[src/rtl/byte_alu_pkg.sv]
package byte_alu_pkg;
    localparam int DATA_W = 8;
    localparam int NIB_W  = DATA_W / 2;
    localparam int OP_W   = 5;

    typedef enum logic [OP_W-1:0] {
        OP_ADD     = 5'd0,
        OP_ADD_CY  = 5'd1,
        OP_SUB_BRW = 5'd2,
        OP_AND     = 5'd3,
        OP_OR      = 5'd4,
        OP_XOR     = 5'd5,
        OP_CLR     = 5'd6,
        OP_CPL     = 5'd7,
        OP_INC     = 5'd8,
        OP_DEC     = 5'd9,
        OP_ROL     = 5'd10,
        OP_ROR     = 5'd11,
        OP_ROL_C   = 5'd12,
        OP_ROR_C   = 5'd13,
        OP_SWAP    = 5'd14,
        OP_CMP     = 5'd15,
        OP_DEC_ADJ = 5'd16
    } op_e;
endpackage

[src/rtl/alu_addsub.sv]
module alu_addsub
    import byte_alu_pkg::*;
(
    input  logic [DATA_W-1:0] a_i,
    input  logic [DATA_W-1:0] b_i,
    input  logic              cin_i,
    input  logic              sub_i,
    output logic [DATA_W-1:0] sum_o,
    output logic              cy_o,
    output logic              hc_o,
    output logic              ov_o
);
    localparam int HB = NIB_W;
    localparam int TB = DATA_W - 1;

    logic [DATA_W-1:0] b_eff;
    logic              c_eff;
    logic [DATA_W:0]   s;
    logic              c_hb, c_tb, c_out;

    // Subtraction as a + ~b + ~borrow; every carry then inverts to a borrow.
    always_comb begin
        b_eff = sub_i ? ~b_i : b_i;
        c_eff = sub_i ? ~cin_i : cin_i;
        s     = {1'b0, a_i} + {1'b0, b_eff} + {{DATA_W{1'b0}}, c_eff};
        c_hb  = a_i[HB] ^ b_eff[HB] ^ s[HB];
        c_tb  = a_i[TB] ^ b_eff[TB] ^ s[TB];
        c_out = s[DATA_W];
        sum_o = s[DATA_W-1:0];
        cy_o  = c_out ^ sub_i;
        hc_o  = c_hb ^ sub_i;
        ov_o  = c_out ^ c_tb;
    end
endmodule

[src/rtl/alu_dec_adj.sv]
module alu_dec_adj
    import byte_alu_pkg::*;
(
    input  logic [DATA_W-1:0] a_i,
    input  logic              cy_i,
    input  logic              hc_i,
    output logic [DATA_W-1:0] r_o,
    output logic              cy_o
);
    localparam logic [NIB_W-1:0] NINE = NIB_W'(9);
    localparam logic [DATA_W:0]  LO_FIX = (DATA_W+1)'(6);
    localparam logic [DATA_W:0]  HI_FIX = (DATA_W+1)'(6) << NIB_W;

    logic [DATA_W:0] t, u;
    logic            c_mid;

    always_comb begin
        t     = {1'b0, a_i} + (((a_i[NIB_W-1:0] > NINE) || hc_i) ? LO_FIX : '0);
        c_mid = cy_i | t[DATA_W];
        u     = {1'b0, t[DATA_W-1:0]} +
                ((c_mid || (t[DATA_W-1:NIB_W] > NINE)) ? HI_FIX : '0);
        r_o   = u[DATA_W-1:0];
        cy_o  = c_mid | u[DATA_W];
    end
endmodule

[src/rtl/alu_shift_logic.sv]
module alu_shift_logic
    import byte_alu_pkg::*;
(
    input  op_e               op_i,
    input  logic [DATA_W-1:0] a_i,
    input  logic [DATA_W-1:0] b_i,
    input  logic              cy_i,
    output logic [DATA_W-1:0] r_o,
    output logic              cy_o
);
    localparam int TB = DATA_W - 1;

    always_comb begin
        r_o  = a_i;
        cy_o = cy_i;
        unique case (op_i)
            OP_AND:   r_o = a_i & b_i;
            OP_OR:    r_o = a_i | b_i;
            OP_XOR:   r_o = a_i ^ b_i;
            OP_CLR:   r_o = '0;
            OP_CPL:   r_o = ~a_i;
            OP_INC:   r_o = a_i + DATA_W'(1);
            OP_DEC:   r_o = a_i - DATA_W'(1);
            OP_ROL:   r_o = {a_i[TB-1:0], a_i[TB]};
            OP_ROR:   r_o = {a_i[0], a_i[TB:1]};
            OP_ROL_C: begin r_o = {a_i[TB-1:0], cy_i}; cy_o = a_i[TB]; end
            OP_ROR_C: begin r_o = {cy_i, a_i[TB:1]};   cy_o = a_i[0];  end
            OP_SWAP:  r_o = {a_i[NIB_W-1:0], a_i[DATA_W-1:NIB_W]};
            default:  r_o = a_i;
        endcase
    end
endmodule

[src/rtl/byte_alu.sv]
module byte_alu
    import byte_alu_pkg::*;
(
    input  logic [OP_W-1:0]   op_i,
    input  logic [DATA_W-1:0] acc_i,
    input  logic [DATA_W-1:0] src_i,
    input  logic              cy_i,
    input  logic              ac_i,
    output logic [DATA_W-1:0] res_o,
    output logic              res_we_o,
    output logic              cy_o,
    output logic              ac_o,
    output logic              ov_o,
    output logic              cy_we_o,
    output logic              ac_we_o,
    output logic              ov_we_o,
    output logic              ne_o
);
    op_e               op;
    logic              as_sub, as_cin;
    logic [DATA_W-1:0] as_sum, da_r, sl_r;
    logic              as_cy, as_hc, as_ov, da_cy, sl_cy;

    assign op     = op_e'(op_i);
    assign as_sub = (op == OP_SUB_BRW) || (op == OP_CMP);
    assign as_cin = ((op == OP_ADD_CY) || (op == OP_SUB_BRW)) ? cy_i : 1'b0;

    alu_addsub u_addsub (
        .a_i(acc_i), .b_i(src_i), .cin_i(as_cin), .sub_i(as_sub),
        .sum_o(as_sum), .cy_o(as_cy), .hc_o(as_hc), .ov_o(as_ov)
    );

    alu_dec_adj u_dec_adj (
        .a_i(acc_i), .cy_i(cy_i), .hc_i(ac_i), .r_o(da_r), .cy_o(da_cy)
    );

    alu_shift_logic u_shift_logic (
        .op_i(op), .a_i(acc_i), .b_i(src_i), .cy_i(cy_i),
        .r_o(sl_r), .cy_o(sl_cy)
    );

    always_comb begin
        res_o    = acc_i;
        res_we_o = 1'b0;
        cy_o     = cy_i;
        ac_o     = ac_i;
        ov_o     = 1'b0;
        cy_we_o  = 1'b0;
        ac_we_o  = 1'b0;
        ov_we_o  = 1'b0;
        ne_o     = 1'b0;
        unique case (op)
            OP_ADD, OP_ADD_CY, OP_SUB_BRW: begin
                res_o    = as_sum;
                res_we_o = 1'b1;
                cy_o     = as_cy;
                ac_o     = as_hc;
                ov_o     = as_ov;
                cy_we_o  = 1'b1;
                ac_we_o  = 1'b1;
                ov_we_o  = 1'b1;
            end
            OP_CMP: begin
                cy_o    = as_cy;
                cy_we_o = 1'b1;
                ne_o    = |as_sum;
            end
            OP_DEC_ADJ: begin
                res_o    = da_r;
                res_we_o = 1'b1;
                cy_o     = da_cy;
                cy_we_o  = 1'b1;
            end
            OP_ROL_C, OP_ROR_C: begin
                res_o    = sl_r;
                res_we_o = 1'b1;
                cy_o     = sl_cy;
                cy_we_o  = 1'b1;
            end
            OP_AND, OP_OR, OP_XOR, OP_CLR, OP_CPL, OP_INC, OP_DEC,
            OP_ROL, OP_ROR, OP_SWAP: begin
                res_o    = sl_r;
                res_we_o = 1'b1;
            end
            default: begin
                res_o = acc_i;
            end
        endcase
    end
endmodule

[config.mk]
export PLATFORM = sky130hd
export DESIGN_NAME = byte_alu
export DESIGN_NICKNAME = d
export VERILOG_FILES = /design/src/rtl/byte_alu_pkg.sv /design/src/rtl/alu_addsub.sv /design/src/rtl/alu_dec_adj.sv /design/src/rtl/alu_shift_logic.sv /design/src/rtl/byte_alu.sv
export SDC_FILE = /design/constraint.sdc
export NUM_CORES = 1
export LEC_CHECK = 0
export BUFFER_PORTS_ARGS = -buffer_cell sky130_fd_sc_hd__buf_2
export CAP_MARGIN = 15
export CORE_MARGIN = 5
export CORE_UTILIZATION = 35
export DETAILED_ROUTE_END_ITERATION = 16
export PLACE_DENSITY = 0.52
export SLEW_MARGIN = 30
export SYNTH_ARGS = -nofsm -noshare
export SYNTH_HDL_FRONTEND = slang
export SYNTH_SLANG_ARGS = --single-unit
[constraint.sdc]
create_clock -name vclk -period 9.4
set_clock_uncertainty 0.1 [all_clocks]
set_input_delay 1.88 -clock vclk [all_inputs]
set_output_delay 1.88 -clock vclk [all_outputs]
set_load 0.01 [all_outputs]
==> tab_implementation.tex <==
\begin{tabular}{lr}
\hline
Metric & Value \\
\hline
\multicolumn{2}{l}{\textbf{Setup path}} \\
\quad Critical path capture point & ne\_o \\
\quad CP Max Fanout & 16 \\
\quad Type of the worst setup path & in2out \\
\quad Source of the critical timing path & op\_i[2] \\
\quad Crit path arrival time & 5530 ps \\
\quad Data required time at the worst endpoint & 7420 ps \\
\quad Startpoint type of the worst setup path & input pin \\
\quad Category of the worst setup path capture point & primary output \\
\multicolumn{2}{l}{\textbf{Synth}} \\
\quad Syn\_area\_per\_cell & 7.40 um2 \\
\quad Unique cell type count in the Yosys netlist & 62 \\
\quad Net Count, Synth & 351 \\
\quad Share of the synthesized area in the top cell type & 19.2\% \\
\quad Leading cell types by total area after synthesis & ha\_1 (19\%), xnor2\_1 (6.5\%), a21oi\_1 (4.2\%) \\
\quad Proportion of synthesized chip area in sequential cells & 0\% \\
\quad Number of cells produced by synthesis & 291 \\
\quad Total of warnings raised by yosys & 0 \\
\quad Mapped Area & 0.00215 mm2 \\
\quad Largest area contributor in the synthesized netlist & ha\_1 \\
\multicolumn{2}{l}{\textbf{Pwr}} \\
\quad Power, Total & 0.000124 W \\
\quad Switching power of the nets & 0.0000740 W \\
\quad Switching share of power & 59.5\% \\
\quad Power density relative to cell area & 53.1 mW/mm2 \\
\quad Part of the total power dissipated in sequential elements & 0\% \\
\quad Internal cell power & 0.0000504 W \\
\quad Largest vdd supply drop & 0.0000239 V \\
\quad Static power due to leakage & 1.03 nW \\
\quad Part of the power in combinational logic & 100.0\% \\
\quad Share of power burned in the clock network & 0\% \\
\multicolumn{2}{l}{\textbf{Routing}} \\
\quad Via density & 5.82 \\
\quad Number of nets with antenna violations after detailed routing & 0 \\
\quad Vias & 2268 \\
\quad Residual DRC count & 0 \\
\quad Post-detailed-route wirelength per cell & 18.2 um \\
\quad Pre-Repair DR Iteration Count & 4 \\
\quad DRC violation total after the first TritonRoute iteration & 215 \\
\quad DRT Wirelength & 7.08 mm \\
\multicolumn{2}{l}{\textbf{STA}} \\
\quad Part of the cycle the worst path needs & 79.9\% \\
\quad Number of hold violations in the final report & 0 \\
\quad Top achievable clock speed & 133 MHz \\
\quad Final setup vio count & 0 \\
\quad Tightest Pin Transition & 1060 ps \\
\quad Max-slew violations & 0 \\
\quad Setup repair after global routing missed its margin & false \\
\quad Setup TNS Final & 0 ps \\
\quad Final min period & 7510 ps \\
\quad Max\_slew headroom & 29.1\% \\
\multicolumn{2}{l}{\textbf{Place}} \\
\quad Global placer's final weighted congestion & 0.826 \\
\quad HPWL after detailed placement & 5.50 mm \\
\quad Placement-stage cell area & 0.00234 mm2 \\
\quad Port bufs & 39 \\
\multicolumn{2}{l}{\textbf{Floorplanning}} \\
\quad Die height & 88.5 um \\
\quad X dimension of the die & 88.5 um \\
\quad Number of top-level pins & 39 \\
\quad Total die area & 0.00783 mm2 \\
\quad Cell Rows & 28 \\
\quad Area inside the core boundary & 0.00596 mm2 \\
\quad Starting density of the core & 36.2\% \\
\multicolumn{2}{l}{\textbf{Final layout}} \\
\quad Total number of sequential cells & 0 \\
\quad Number of diodes added for antenna fixing & 0 \\
\quad Share of layout cells above drive strength 1 & 18.1\% \\
\quad Most common library cell in the layout ignoring fill and taps & buf\_2 \\
\quad Post-layout instance area & 0.00234 mm2 \\
\quad Sequential standard cell area & 0 um2 \\
\quad Area added between synthesis and finish & 8.65\% \\
\quad Clkbuf count & 0 \\
\quad Final nets & 377 \\
\quad Commonest cells after routing, fill and taps aside & buf\_2 (39), ha\_1 (33), nor2\_1 (20), a21oi\_1 (18) \\
\multicolumn{2}{l}{\textbf{GRT}} \\
\quad Initial antenna violation count & 0 \\
\quad First-pass GRT wire length & 11.5 mm \\
\quad Leftover overflow at the end of global routing & 0 \\
\quad Via count of the first global-routing pass & 2257 \\
\quad Maximum number of pins on one net before global-route repair & 18 \\
\quad Global Route Usage Sum & 18.5\% \\
\multicolumn{2}{l}{\textbf{CTS}} \\
\quad Post CTS Setup Buffer Count & 0 \\
\quad Number of gates resized after CTS & 0 \\
\quad Hold buffer count at CTS & 0 \\
\multicolumn{2}{l}{\textbf{Hold path}} \\
\quad Worst Hold Class & in2out \\
\multicolumn{2}{l}{\textbf{Run status}} \\
\quad Run status & finished clean \\
\multicolumn{2}{l}{\textbf{Run}} \\
\quad Reported max-cap violation count & 0 \\
\hline
\end{tabular}
==> worst max-delay path: stages <==
cell and delay, ps:
buf_2 200, or2_2 370, nor2_1 100, o21ai_1 70, buf_4 200, xnor2_1 160
fa_1 460, fa_1 420, a21o_1 190, a21oi_2 230, a21oi_1 190, xor2_1 190
or4_1 560, o21a_1 180, buf_2 130
==> kinds of logic after synthesis <==
family | count (synthesis) | synth area share (%)
AOI/OAI and AO/OA | 90 | 29.9
xor gates and xnor gates | 26 | 10.6
adders and majority gates | 38 | 23.3
buffers and inverters | 36 | 8.94
muxes | 9 | 4.36
and+or+nand+nor | 92 | 22.9
==> worst min path at each step <==
| stage | cells after the start | to | start | slack [ps] |
|---|---|---|---|---|
| 2_1_floorplan | 1 | ac_o | ac_i | 3810 |
| 3_3_place_gp | 3 | ac_o | ac_i | 4030 |
| 3_5_place_dp | 3 | ac_o | ac_i | 4030 |
| 4_1_cts | 3 | ac_o | ac_i | 4030 |
| 5_1_grt | 3 | ac_o | ac_i | 4060 |
| 6_report | 3 | ac_o | ac_i | 4040 |
==> cell usage after synthesis (all sizes together) (4+ instances only) <==
cell type  number
clkbuf          8
a21oi          21
o21a            4
nand3b          4
fa              4
nor2           20
nor3            6
xor2           10
nand2          16
and2            4
xnor2          16
o21ai          15
mux2i           6
a22oi          11
nand4           6
ha             33
nand2b          9
buf            10
inv            18
o211ai          8
nand3          11
a221oi         10
==> stage by stage <==
stage | util [%] | cells | hold WS [ps] | setup slack, ps
after CTS | 39.3 | 390 | 4030 | 1870
after global routing | 39.3 | 390 | 4060 | 1730
after floorplan | - | 291 | 3810 | 2320
after global placement | 39.3 | 390 | 4030 | 1880
final | 39.3 | 390 | 4040 | 1890
after detailed placement | 39.3 | 390 | 4030 | 1890
==> area by class of cell <==
| class | count | area, um2 |
|---|---|---|
| Multi-Input combinational cell | 255 | 1960 |
| Timing Repair Buffer | 42 | 218 |
| Tap cell | 75 | 93.8 |
| Inverter | 18 | 67.6 |
| Fill cell | 680 | 3610 |
==> power groups by stage <==
| stage | sequential (W) | combinational, W | clock [W] |
|---|---|---|---|
| after floorplan | 0 | 0.0000885 | 0 |
| after global placement | 0 | 0.000124 | 0 |
| after detailed placement | 0 | 0.000124 | 0 |
| after CTS | 0 | 0.000125 | 0 |
| after global routing | 0 | 0.000138 | 0 |
| final | 0 | 0.000124 | 0 |
==> metal layers <==
metal	track usage, %	vias to the layer above	routed length, um
met4	0.412	0	0
met1	27.0	1069	3260
li1	-	1137	-
met2	32.0	62	3400
met5	0	-	0
met3	0.466	0	427
No activity file was read; power rests on OpenSTA's default activity.
